### src/rtl/lcd_init_pkg.sv
package lcd_init_pkg;
  typedef enum logic [1:0] {
    S_PWR  = 2'd0,
    S_REQ  = 2'd1,
    S_WAIT = 2'd2,
    S_DONE = 2'd3
  } seq_state_e;

  localparam int unsigned NUM_STEPS = 8;
  localparam int unsigned STEP_W    = $clog2(NUM_STEPS);

  function automatic int unsigned max_u(input int unsigned a, input int unsigned b);
    return (a > b) ? a : b;
  endfunction
endpackage

### src/rtl/lcd_init_timer.sv
module lcd_init_timer #(
  parameter int unsigned CNT_W = 20
) (
  input  logic             clk_i,
  input  logic             rst_ni,
  input  logic             clr_i,
  output logic [CNT_W-1:0] cnt_o
);
  always_ff @(posedge clk_i or negedge rst_ni) begin
    if (!rst_ni)    cnt_o <= '0;
    else if (clr_i) cnt_o <= '0;
    else            cnt_o <= cnt_o + 1'b1;
  end
endmodule

### src/rtl/lcd_init_steps.sv
module lcd_init_steps
  import lcd_init_pkg::*;
#(
  parameter int unsigned CNT_W     = 20,
  parameter int unsigned WAIT1_CYC = 205000,
  parameter int unsigned WAIT2_CYC = 5000,
  parameter int unsigned WAIT3_CYC = 2000,
  parameter int unsigned WAIT4_CYC = 2000,
  parameter int unsigned CLR_CYC   = 82000
) (
  input  logic [STEP_W-1:0] idx_i,
  output logic [7:0]        data_o,
  output logic              nibble_o,
  output logic [CNT_W-1:0]  wait_o,
  output logic              last_o
);
  always_comb begin
    data_o   = 8'h00;
    nibble_o = 1'b0;
    wait_o   = '0;
    unique case (idx_i)
      3'd0: begin data_o = 8'h03; nibble_o = 1'b1; wait_o = CNT_W'(WAIT1_CYC); end
      3'd1: begin data_o = 8'h03; nibble_o = 1'b1; wait_o = CNT_W'(WAIT2_CYC); end
      3'd2: begin data_o = 8'h03; nibble_o = 1'b1; wait_o = CNT_W'(WAIT3_CYC); end
      3'd3: begin data_o = 8'h02; nibble_o = 1'b1; wait_o = CNT_W'(WAIT4_CYC); end
      3'd4: data_o = 8'h28;
      3'd5: data_o = 8'h06;
      3'd6: data_o = 8'h0C;
      default: begin data_o = 8'h01; wait_o = CNT_W'(CLR_CYC); end
    endcase
  end

  assign last_o = (idx_i == STEP_W'(NUM_STEPS - 1));
endmodule

### src/rtl/lcd_init_seq.sv
module lcd_init_seq
  import lcd_init_pkg::*;
#(
  parameter int unsigned PWR_CYC   = 750000,
  parameter int unsigned WAIT1_CYC = 205000,
  parameter int unsigned WAIT2_CYC = 5000,
  parameter int unsigned WAIT3_CYC = 2000,
  parameter int unsigned WAIT4_CYC = 2000,
  parameter int unsigned CLR_CYC   = 82000
) (
  input  logic       clk_i,
  input  logic       rst_ni,
  input  logic       rdy_i,
  output logic       req_o,
  output logic       nibble_o,
  output logic [7:0] data_o,
  output logic       rs_o,
  output logic       done_o
);
  localparam int unsigned MAX_CYC = max_u(max_u(max_u(PWR_CYC, WAIT1_CYC), max_u(WAIT2_CYC, WAIT3_CYC)),
                                          max_u(WAIT4_CYC, CLR_CYC));
  localparam int unsigned CNT_W   = $clog2(MAX_CYC + 1);

  seq_state_e        state_q, state_d;
  logic [STEP_W-1:0] step_q, step_d;
  logic [CNT_W-1:0]  cnt, step_wait, limit;
  logic              step_last, hit, accept, timing;

  lcd_init_steps #(
    .CNT_W(CNT_W), .WAIT1_CYC(WAIT1_CYC), .WAIT2_CYC(WAIT2_CYC),
    .WAIT3_CYC(WAIT3_CYC), .WAIT4_CYC(WAIT4_CYC), .CLR_CYC(CLR_CYC)
  ) u_steps (
    .idx_i   (step_q),
    .data_o  (data_o),
    .nibble_o(nibble_o),
    .wait_o  (step_wait),
    .last_o  (step_last)
  );

  // one shared counter: power-on wait and all post-transfer waits
  assign timing = (state_q == S_PWR) || (state_q == S_WAIT);
  assign limit  = (state_q == S_PWR) ? CNT_W'(PWR_CYC) : step_wait;
  assign hit    = timing && (cnt == limit - 1'b1);

  lcd_init_timer #(.CNT_W(CNT_W)) u_timer (
    .clk_i (clk_i),
    .rst_ni(rst_ni),
    .clr_i (!timing || hit),
    .cnt_o (cnt)
  );

  assign accept = (state_q == S_REQ) && rdy_i;

  always_comb begin
    state_d = state_q;
    step_d  = step_q;
    unique case (state_q)
      S_PWR:  if (hit) state_d = S_REQ;
      S_REQ:  if (accept) begin
        if (step_wait != '0)  state_d = S_WAIT;
        else                  step_d  = step_q + 1'b1;
      end
      S_WAIT: if (hit) begin
        if (step_last) state_d = S_DONE;
        else begin
          state_d = S_REQ;
          step_d  = step_q + 1'b1;
        end
      end
      default: state_d = S_DONE;
    endcase
  end

  always_ff @(posedge clk_i or negedge rst_ni) begin
    if (!rst_ni) begin
      state_q <= S_PWR;
      step_q  <= '0;
    end else begin
      state_q <= state_d;
      step_q  <= step_d;
    end
  end

  assign req_o  = (state_q == S_REQ);
  assign rs_o   = 1'b0;
  assign done_o = (state_q == S_DONE);
endmodule

### config.mk
export PLATFORM = sky130hd
export DESIGN_NAME = lcd_init_seq
export DESIGN_NICKNAME = d
export VERILOG_FILES = /design/src/rtl/lcd_init_pkg.sv /design/src/rtl/lcd_init_timer.sv /design/src/rtl/lcd_init_steps.sv /design/src/rtl/lcd_init_seq.sv
export SDC_FILE = /design/constraint.sdc
export NUM_CORES = 1
export LEC_CHECK = 0
export BUFFER_PORTS_ARGS = -buffer_cell sky130_fd_sc_hd__buf_2
export CORE_MARGIN = 2
export CORE_UTILIZATION = 54
export CTS_CLUSTER_SIZE = 24
export DETAILED_ROUTE_END_ITERATION = 10
export GPL_ROUTABILITY_DRIVEN = 0
export HOLD_SLACK_MARGIN = 0.03
export MAX_ROUTING_LAYER = met4
export PLACE_DENSITY = 0.76
export SETUP_SLACK_MARGIN = 0.2
export SYNTH_ARGS = -nofsm -noshare
export SYNTH_HDL_FRONTEND = slang
export SYNTH_SLANG_ARGS = --single-unit
### constraint.sdc
create_clock -name clk_i -period 3.2 [get_ports clk_i]
set_input_delay 0.32 -clock clk_i [delete_from_list [all_inputs] [get_ports clk_i]]
set_output_delay 0.32 -clock clk_i [all_outputs]
set_load 0.02 [all_outputs]
# After elaboration in Yosys (flattened, before gate mapping)
# Cells that the tools add are included.
[word_totals] reg_bits=25 word_cells=54
[classes] eq_ne=17 n_addsub=3 n_mux=16 reduce_logical=15
[ops] op="$pmux 18 s4" count=1
[ops] op="$mux 20" count=2
[ops] op="$pmux 6 s5" count=1
[ops] op="$add 20x1->20 const B" count=1
[ops] op="$eq 20x20->1" count=1
[ops] op="$reduce_bool 20->1" count=1
[ops] op="$sub 20x1->20 const B" count=1
[ops] op="$eq 3x3->1 const B" count=4
[ops] op="$mux 3" count=4
[ops] op="$mux 2" count=5
[ops] op="$ne 2x2->1 const B" count=4
[ops] op="$eq 3x2->1 const B" count=2
[ops] op="$pmux 2 s3" count=1
[ops] op="$pmux 3 s2" count=1
[ops] op="$reduce_or 3->1" count=2
[ops] op="$reduce_and 5->1" count=1
[ops] op="$eq 2x2->1 const B" count=2
[ops] op="$ne 2x1->1 const B" count=2
[ops] op="$reduce_and 4->1" count=1
[ops] op="$reduce_or 4->1" count=1
[ops] op="$add 3x1->3 const B" count=1
[ops] op="$eq 3x1->1 const B" count=1
[ops] op="$logic_not 3->1" count=1
[ops] op="$eq 2x1->1 const B" count=1
[ops] op="other kinds (7)" count=9

# Longest topological paths before layout
# Gate-level depths: netlist of run 1.
[logic_depth] depth_word=9 depth_mapped=15 mapped_depth_nobuf=13

# Modules after synthesis
# Synthesis of run 1 repeated with hierarchy kept, for this count alone.
[hier_totals] hier_cells=359 hier_area_um2=2783.9
[by_module_without_submodules] module="lcd_init_seq" cells_each=224 n_inst=1 area_per_inst_um2=1569.0 seq_area_each_um2=125.1
[by_module_without_submodules] module="lcd_init_timer" cells_each=97 n_inst=1 area_per_inst_um2=960.9 seq_area_each_um2=500.5
[by_module_without_submodules] module="lcd_init_steps" cells_each=38 n_inst=1 area_per_inst_um2=254.0 seq_area_each_um2=0.0

# Least setup slack after synthesis of run 1
# Ideal clock, no wire load.
[synth_timing] kind="reg-to-reg" from="reg step_q[0]" to="reg step_q[1]" required_time_ns=3.075 t_arrival_ns=3.306 stages_incl_launch_ff=14 period_less_slack_ns=3.432 path_slack_ns=-0.232 cell_sequence="dfrtp_1 > ha_1 > ha_1 > buf_2 > nor4_1 > ha_1 > or3b_1 > buf_4 > nor4_2 > mux2i_1 > and4_1 > nand4_1 > o21a_2 > mux2_4"
[synth_between] elab_chain_cells=9
[synth_rtl] element="start, declared" line="lcd_init_seq.sv:25" source="logic [STEP_W-1:0] step_q, step_d;"
[synth_rtl] element="start signal, assigned" line="lcd_init_seq.sv:80" source="step_q <= step_d;"
[synth_rtl] element="$eq 3x3->1 / $eq 3x2->1 (equally long branches)" line="lcd_init_steps.sv:21" source="unique case (idx_i)"
[synth_rtl] element="$reduce_or 3->1 (no source line) / $reduce_or 2->1 (equally long branches)"
[synth_rtl] element="$pmux 18 s4" line="lcd_init_steps.sv:21"
[synth_rtl] element="$mux 20" line="lcd_init_seq.sv:42" source="assign limit = (state_q == S_PWR) ? CNT_W'(PWR_CYC) : step_wait;"
[synth_rtl] element="$sub 20x1->20" line="lcd_init_seq.sv:43" source="assign hit = timing && (cnt == limit - 1'b1);"
[synth_rtl] element="$eq 20x20->1" line="lcd_init_seq.sv:43"
[synth_rtl] element="$logic_and 1x1->1" line="lcd_init_seq.sv:43"
[synth_rtl] element="$ne 2x2->1 (no source line)"
[synth_rtl] element="$reduce_and 5->1 (no source line)"
# Parallel ways exist; a longest one is shown, timed or not. The select of a mux whose other input is x is not followed.
# A chain may end at the register's enable or synchronous reset.

# Worst setup path in the final report of run 1
# Same ends and word-level chain as after synthesis.

==> results.json, run 1 <==
{
  "cts_root_buf": "clkbuf_8",
  "routed_wl_mm": 5.07,
  "crit_type": "reg2reg",
  "fillers": 270,
  "placementRows": 22,
  "insertion_delay_ns": 0.27,
  "ys.flop_type": "dfrtp_1",
  "htree_levels": 1,
  "dieHeight_um": 64.9,
  "clockBufferDepth": 2,
  "cts_sinks": 25,
  "reg2reg_to": "step_q[1]$_DFFE_PN0P_",
  "max_stage_delay_ns": 0.44,
  "path_clk_slew_ns": 0.09,
  "synth_warnings": 0,
  "critPathTopFamily": "simple AND/OR/NAND/NOR gates",
  "max_cap_violations": 0,
  "worstSetupStartpointType": "flip-flop",
  "critPathCaptureType": "flip-flop",
  "grt_overflow": 0,
  "tightest_slew_ns": 0.773,
  "dr_wl_met2_mm": 2.49,
  "fin_total_pwr_mw": 2.35,
  "ff2ff_setup_slack_ns": 0.02,
  "avgViaCountPerCell": 5.90,
  "worstPathCellList": "inv_4, ha_4, nor2b_4, nor4_4, ha_2, or3b_4, nor4_4, mux2i_1, and4_1, nand4_1, o21a_2, mux2_4",
  "period_needed_ns": 3.18,
  "grt_max_degree": 26,
  "synthCells": 225,
  "finalNetCount": 271,
  "cts_buffers": 3,
  "synth_seq_area_share_pct": 31.2,
  "final_antenna_net_count": 0,
  "core_um2": 3610,
  "drv_slew": 0,
  "startpoint": "step_q[0]$_DFFE_PN0P_",
  "grtUsageTotal_pct": 26.0,
  "layout_commonest_cell": "dfrtp_1",
  "synth-seq-cells": 25,
  "fp.dieW_um": 64.9,
  "route.vias.total": 1810,
  "wl_met3_um": 237,
  "area_delta_synth_final_pct": 29.0,
  "cp_slowest_cell": "or3b_4",
  "cts_tree": "yes",
  "relSlewSlack_pct": 48.0,
  "wl_met1_mm": 2.26,
  "avgSynthCellArea_um2": 8.90,
  "p_leak_nw": 1.06,
  "path_buf_inv": 1,
  "powerDensity_nw_per_um2": 910,
  "synth-async-reset-ratio_pct": 100,
  "status": "completed",
  "reg2reg_depth": 12,
  "clock-skew-final_ns": 0.00869,
  "cp_data_required_time_ns": 3.36,
  "drive_above_1_share_pct": 34.7,
  "synth-edff-count": 0,
  "netlist_area_um2": 2000,
  "ir_drop_mv": 0.496,
  "rsz0062_at_grt": "true",
  "cpMostUsedCell": "nor4_4",
  "drtPass1Iterations": 4,
  "grt_first_pass_wirelength_mm": 8.22,
  "worst-endpoint-arrival_ns": 3.35,
  "ioPinCount": 15,
  "antenna-diode-count": 0,
  "setup_slack_ns": 0.0198,
  "wl_per_cell_um": 16.5,
  "dp_hpwl_mm": 3.21,
  "hp-class": "in2async",
  "timing.final.crit_share_pct": 99.4,
  "drtIter0Drc": 156,
  "die_area_um2": 4210,
  "ys_types": 55,
  "setup-violations-final": 0,
  "drc": 0,
  "highest_layer": "met4",
  "antenna_found_initial": 0,
  "portBuffers": 10,
  "max_freq_mhz": 314,
  "pre_cts_ws_ns": -0.0379,
  "start_util_pct": 55.6,
  "hold_viol": 0,
  "crit_fanout": 5,
  "rr_startpoint": "step_q[0]$_DFFE_PN0P_",
  "final_cell_mix": "dfrtp_1, buf_4, nor2_1, nand2_1, xor2_1",
  "grt_pass1_vias": 1721
}
[area by class of cell]
| cell class | instances | area [µm²] | area share [%] |
|---|---|---|---|
| clock buffer | 4 | 45.0 | 1.74 |
| sequential | 25 | 628 | 24.3 |
| timing repair buffer | 42 | 374 | 14.5 |
| inverter | 6 | 25.0 | 0.969 |
| multi-input combinational | 182 | 1450 | 56.2 |
| tap | 48 | 60.1 | 2.32 |
[worst reg2reg max path, delay by kind of cell (launching register included)]
| kind | cells | cell delay [ns] |
|---|---|---|
| AO/OA/AOI/OAI | 1 | 0.25 |
| multiplexers | 2 | 0.58 |
| AND/OR/NAND/NOR | 6 | 1.36 |
| flip-flops | 1 | 0.43 |
| buffers and inverters | 1 | 0.07 |
| adder cells (fa/ha/maj) | 2 | 0.40 |
[synth_stat cells (2+ instances only)]
library cell | count | area [µm²]
buf_2 | 2 | 10.0
nor2b_1 | 3 | 18.8
o31a_1 | 2 | 17.5
xor2_1 | 16 | 140
or3_1 | 5 | 31.3
and2_4 | 2 | 17.5
nor4_1 | 2 | 12.5
nand2b_1 | 2 | 12.5
nand3_1 | 12 | 60.1
inv_1 | 6 | 22.5
a21oi_1 | 3 | 15.0
and2_1 | 4 | 25.0
nor2_1 | 21 | 78.8
buf_1 | 2 | 7.51
dfrtp_1 | 25 | 626
a31oi_1 | 5 | 31.3
nor3_2 | 11 | 110
buf_4 | 6 | 45.0
ha_1 | 8 | 100
and3_1 | 3 | 18.8
o21ai_0 | 5 | 25.0
xnor2_1 | 11 | 96.3
o21bai_1 | 2 | 15.0
clkbuf_1 | 3 | 11.3
nand4_1 | 4 | 25.0
buf_6 | 3 | 33.8
nand2_1 | 16 | 60.1
o21ai_1 | 3 | 15.0
mux2i_1 | 3 | 30.0
nor3_1 | 10 | 50.1
[where the power goes]
group          internal [mW]  total (mW)  switching (mW)
clock network         0.0891       0.188          0.0987
logic                  0.825        1.75           0.921
registers              0.361       0.418          0.0567
[repair_timing]
action | 4_1_cts | 5_1_grt
cloned | 2 | 0
buffers inserted | 10 | 3
resized for setup | 20 | 19
pin swaps | 5 | 5
hold buffers | 0 | 0
setup endpoints to repair | 24 | 24
[layer usage]
metal / vias to the layer above / track usage [%]
met3: 9 / 2.08
met2: 49 / 41.8
met4: 0 / 7.98
met1: 893 / 35.2
met5: - / -
li1: 859 / -
[flip-flops by register name, indices dropped and copies added, names as in the netlist]
signal	cells
u_timer.cnt_o	20
step_q	3
state_q	2
[worst max-delay path by stage]
stage,end,slack [ns],depth (start not counted)
final,step_q[1]$_DFFE_PN0P_,0.02,12
after global routing,step_q[1]$_DFFE_PN0P_,-0.09,12
after CTS,u_timer.cnt_o[15]$_DFF_PN0_,0.11,13
after detailed placement,step_q[1]$_DFFE_PN0P_,-0.04,12
after global placement,step_q[1]$_DFFE_PN0P_,0.02,12
after floorplan,step_q[1]$_DFFE_PN0P_,0.05,13
[per-stage QoR]
stage / instances / area, µm² / TNS [ns] / hold slack [ns] / utilization, %
floorplan: 228 / 2070 / 0 / 0.0244 / -
global placement: 288 / 2200 / 0 / 0.339 / 61.1
detailed placement: 288 / 2200 / -0.0399 / 0.345 / 61.1
CTS: 304 / 2450 / 0 / 0.0487 / 68.0
global route: 307 / 2580 / -0.895 / 0.0749 / 71.7
finish: 307 / 2580 / 0 / 0.0274 / 71.7
[cells by family (layout without fill, tap and decap cells)]
family | after synthesis | in the layout | share of synthesized area (%)
adders and majority gates | 8 | 8 | 5.00
AOI/OAI and AO/OA | 32 | 32 | 11.8
buffers and inverters | 22 | 52 | 6.50
other | 1 | 4 | 0.187
and+or+nand+nor | 105 | 106 | 30.7
muxes | 5 | 5 | 2.81
xor gates and xnor gates | 27 | 27 | 11.8
DFF | 25 | 25 | 31.2
Power figures use the tool's default switching activity.
==> inputs of run 2 (changes only) <==
ABC_AREA = 1   (was default)
CORE_UTILIZATION = 56   (was 54)
PLACE_DENSITY = 0.77   (was 0.76)
SYNTH_HIERARCHICAL = 1   (was default)
==> run 2 against run 1 <==
Compared with the run above: maximum frequency increased by 19%; utilization down 11 points; largest power group unchanged; synthesized area grew 41%; hold slack improved by 0.0036 ns; wire length up 30%; clock skew fell by 0.0043 ns; register-to-register slack gained 0.51 ns; global-route usage about the same; clock-buffer cell count did not move; critical path depth is 8 higher.
==> results.json, run 2 <==
{
  "worst-endpoint-arrival_ns": 2.84,
  "critPathCaptureType": "flip-flop",
  "cp_data_required_time_ns": 3.36,
  "timing.final.crit_share_pct": 83.5,
  "synth-async-reset-ratio_pct": 100,
  "ioPinCount": 15,
  "fp.dieW_um": 75.1,
  "rsz0062_at_grt": "false",
  "placementRows": 25,
  "cts_buffers": 3,
  "grtUsageTotal_pct": 26.0,
  "relSlewSlack_pct": 63.6,
  "area_delta_synth_final_pct": 3.05,
  "synth_warnings": 6,
  "grt_max_degree": 26,
  "tns_ns": 0,
  "setup_slack_ns": 0.528,
  "setup-violations-final": 0,
  "routed_wl_mm": 6.61,
  "utilization_pct": 61.0,
  "switchingPower_mw": 1.21,
  "p_leak_nw": 1.51,
  "final_antenna_net_count": 0,
  "cts_sinks": 25,
  "reg2reg_depth": 20,
  "max_freq_mhz": 374,
  "path_clk_slew_ns": 0.08,
  "top_regs": "u_timer/cnt_o x20, step_q x3, state_q x2",
  "htree_levels": 1,
  "drv_slew": 0,
  "insertion_delay_ns": 0.26,
  "powerDensity_nw_per_um2": 734,
  "period_needed_ns": 2.67,
  "grt_first_pass_wirelength_mm": 10.9,
  "drtPass1Iterations": 5,
  "drtIter0Drc": 245,
  "layout_commonest_cell": "nand2_1",
  "p_seq_share_pct": 21.4,
  "wl_per_cell_um": 12.0,
  "die_area_um2": 5640,
  "hp-class": "in2async",
  "dieHeight_um": 75.1,
  "cts_tree": "yes",
  "ys_types": 32,
  "netlist_area_um2": 2830,
  "stdcell_count": 552,
  "avgViaCountPerCell": 5.12,
  "grt_overflow": 0,
  "grt_pass1_vias": 2460,
  "pre_cts_ws_ns": 0.403,
  "portBuffers": 10,
  "comb_power_share_pct": 70.1,
  "drc": 0,
  "hold_buffers": 0,
  "drive_above_1_share_pct": 12.2,
  "crit_type": "reg2reg",
  "synth_seq_area_share_pct": 22.1,
  "crit_fanout": 14,
  "switching_share_pct": 56.7,
  "ir_drop_mv": 0.578,
  "synth_top_area_share_pct": 22.1,
  "clock-skew-final_ns": 0.00442,
  "clockBufferDepth": 2,
  "p_int_mw": 0.928,
  "synth_common_cells": "nand2_1, inv_1, nor2_1, nand3_1, dfrtp_1",
  "yosysTopAreaCell": "dfrtp_1",
  "fillers": 478,
  "clock_power_share_pct": 8.5,
  "tightest_slew_ns": 0.546,
  "top_register": "u_timer/cnt_o",
  "cts_root_buf": "clkbuf_8",
  "yosysMostFrequentCell": "nand2_1",
  "largest_register_ffs": 20,
  "finalNetCount": 492,
  "cts_resized": 0,
  "place_inst": 548,
  "antenna_found_initial": 0,
  "synthCells": 478,
  "start_util_pct": 59.2,
  "synth-edff-count": 0,
  "avgSynthCellArea_um2": 5.93,
  "worstSetupStartpointType": "flip-flop",
  "max_cap_violations": 0,
  "antenna-diode-count": 0,
  "route.vias.total": 2827,
  "hold_viol": 0,
  "design_area_um2": 2920,
  "post-cts-setup-buffers": 0,
  "dp_hpwl_mm": 5.39,
  "status": "completed",
  "synth-seq-cells": 25,
  "yosys-top-cells-area": "dfrtp_1, nand2_1, inv_1",
  "ys.flop_type": "dfrtp_1",
  "final_cell_mix": "nand2_1, inv_1, nor2_1, nand3_1, dfrtp_1",
  "core_um2": 4790,
  "placed_area_um2": 2870
}
run 2: cell count changes after synthesis, sizes merged, moves of 12 or more:
cell,change
nor2,+64
a21oi,+12
nand2,+135
o21ai,+12
nand3,+29
nor3,-15
inv,+70
run 2: worst paths after layout:
path	from	endpoint	slack, ns
max	step_q[0]$_DFFE_PN0P_	step_q[1]$_DFFE_PN0P_	0.53
min	rst_ni	u_timer/cnt_o[0]$_DFF_PN0_	0.03
min in group clk_i	rdy_i	state_q[0]$_DFFE_PN0P_	0.40
min reg2reg	u_timer/cnt_o[19]$_DFF_PN0_	u_timer/cnt_o[19]$_DFF_PN0_	0.59
max in group asynchronous	rst_ni	step_q[2]$_DFFE_PN0P_	2.78
max reg2reg	step_q[0]$_DFFE_PN0P_	step_q[1]$_DFFE_PN0P_	0.53
run 2: final cells by class:
| class | instances | area, µm² | share of cell area (%) |
|---|---|---|---|
| Clock buffer | 4 | 45.0 | 1.54 |
| Inverter | 77 | 289 | 9.90 |
| Multi-Input combinational cell | 366 | 1800 | 61.7 |
| Sequential cell | 25 | 627 | 21.5 |
| Tap cell | 67 | 83.8 | 2.87 |
| Timing Repair Buffer | 13 | 72.6 | 2.49 |
run 2: stage by stage:
step,power (mW),hold WS [ns]
2_1_floorplan,1.68,0.0244
3_3_place_gp,1.90,0.338
3_5_place_dp,1.94,0.343
4_1_cts,2.12,0.0497
5_1_grt,2.38,0.0860
6_report,2.14,0.0309
run 2: logic make-up after synthesis:
group,share of synthesized area [%]
AND/OR/NAND/NOR,51.2
XOR/XNOR,2.16
AO/OA/AOI/OAI,7.24
flip-flops,22.1
buffers and inverters,15.7
other,0.265
adder cells (fa/ha/maj),1.33
run 2: layer usage:
layer | vias up | GRT usage [%] | wire, µm
met2 | 59 | 41.7 | 3100
met4 | 0 | 10.5 | 180
li1 | 1478 | - | -
met3 | 16 | 1.47 | 219
met1 | 1274 | 34.3 | 3110
met5 | - | - | 0
run 2: power by group through the flow:
stage / sequential, mW / clock (mW) / combinational [mW]
final: 0.458 / 0.182 / 1.50
after global routing: 0.467 / 0.201 / 1.71
after CTS: 0.453 / 0.191 / 1.48
after detailed placement: 0.460 / 0 / 1.48
after global placement: 0.455 / 0 / 1.45
after floorplan: 0.433 / 0 / 1.24
run 2: critical path: stages (launching register included):
cell	delay (ns)
dfrtp_1	0.43
buf_4	0.19
inv_1	0.08
nand2_2	0.07
inv_1	0.06
nor2_1	0.07
inv_1	0.16
nand3_1	0.14
nor2_1	0.22
nand3_1	0.11
nand2_1	0.10
nand2_1	0.05
nand2_1	0.06
nand3_1	0.07
nor2_1	0.10
nand2_1	0.09
o21ai_4	0.14
buf_4	0.21
nand2_1	0.09
nand2_1	0.08
nand2_1	0.05
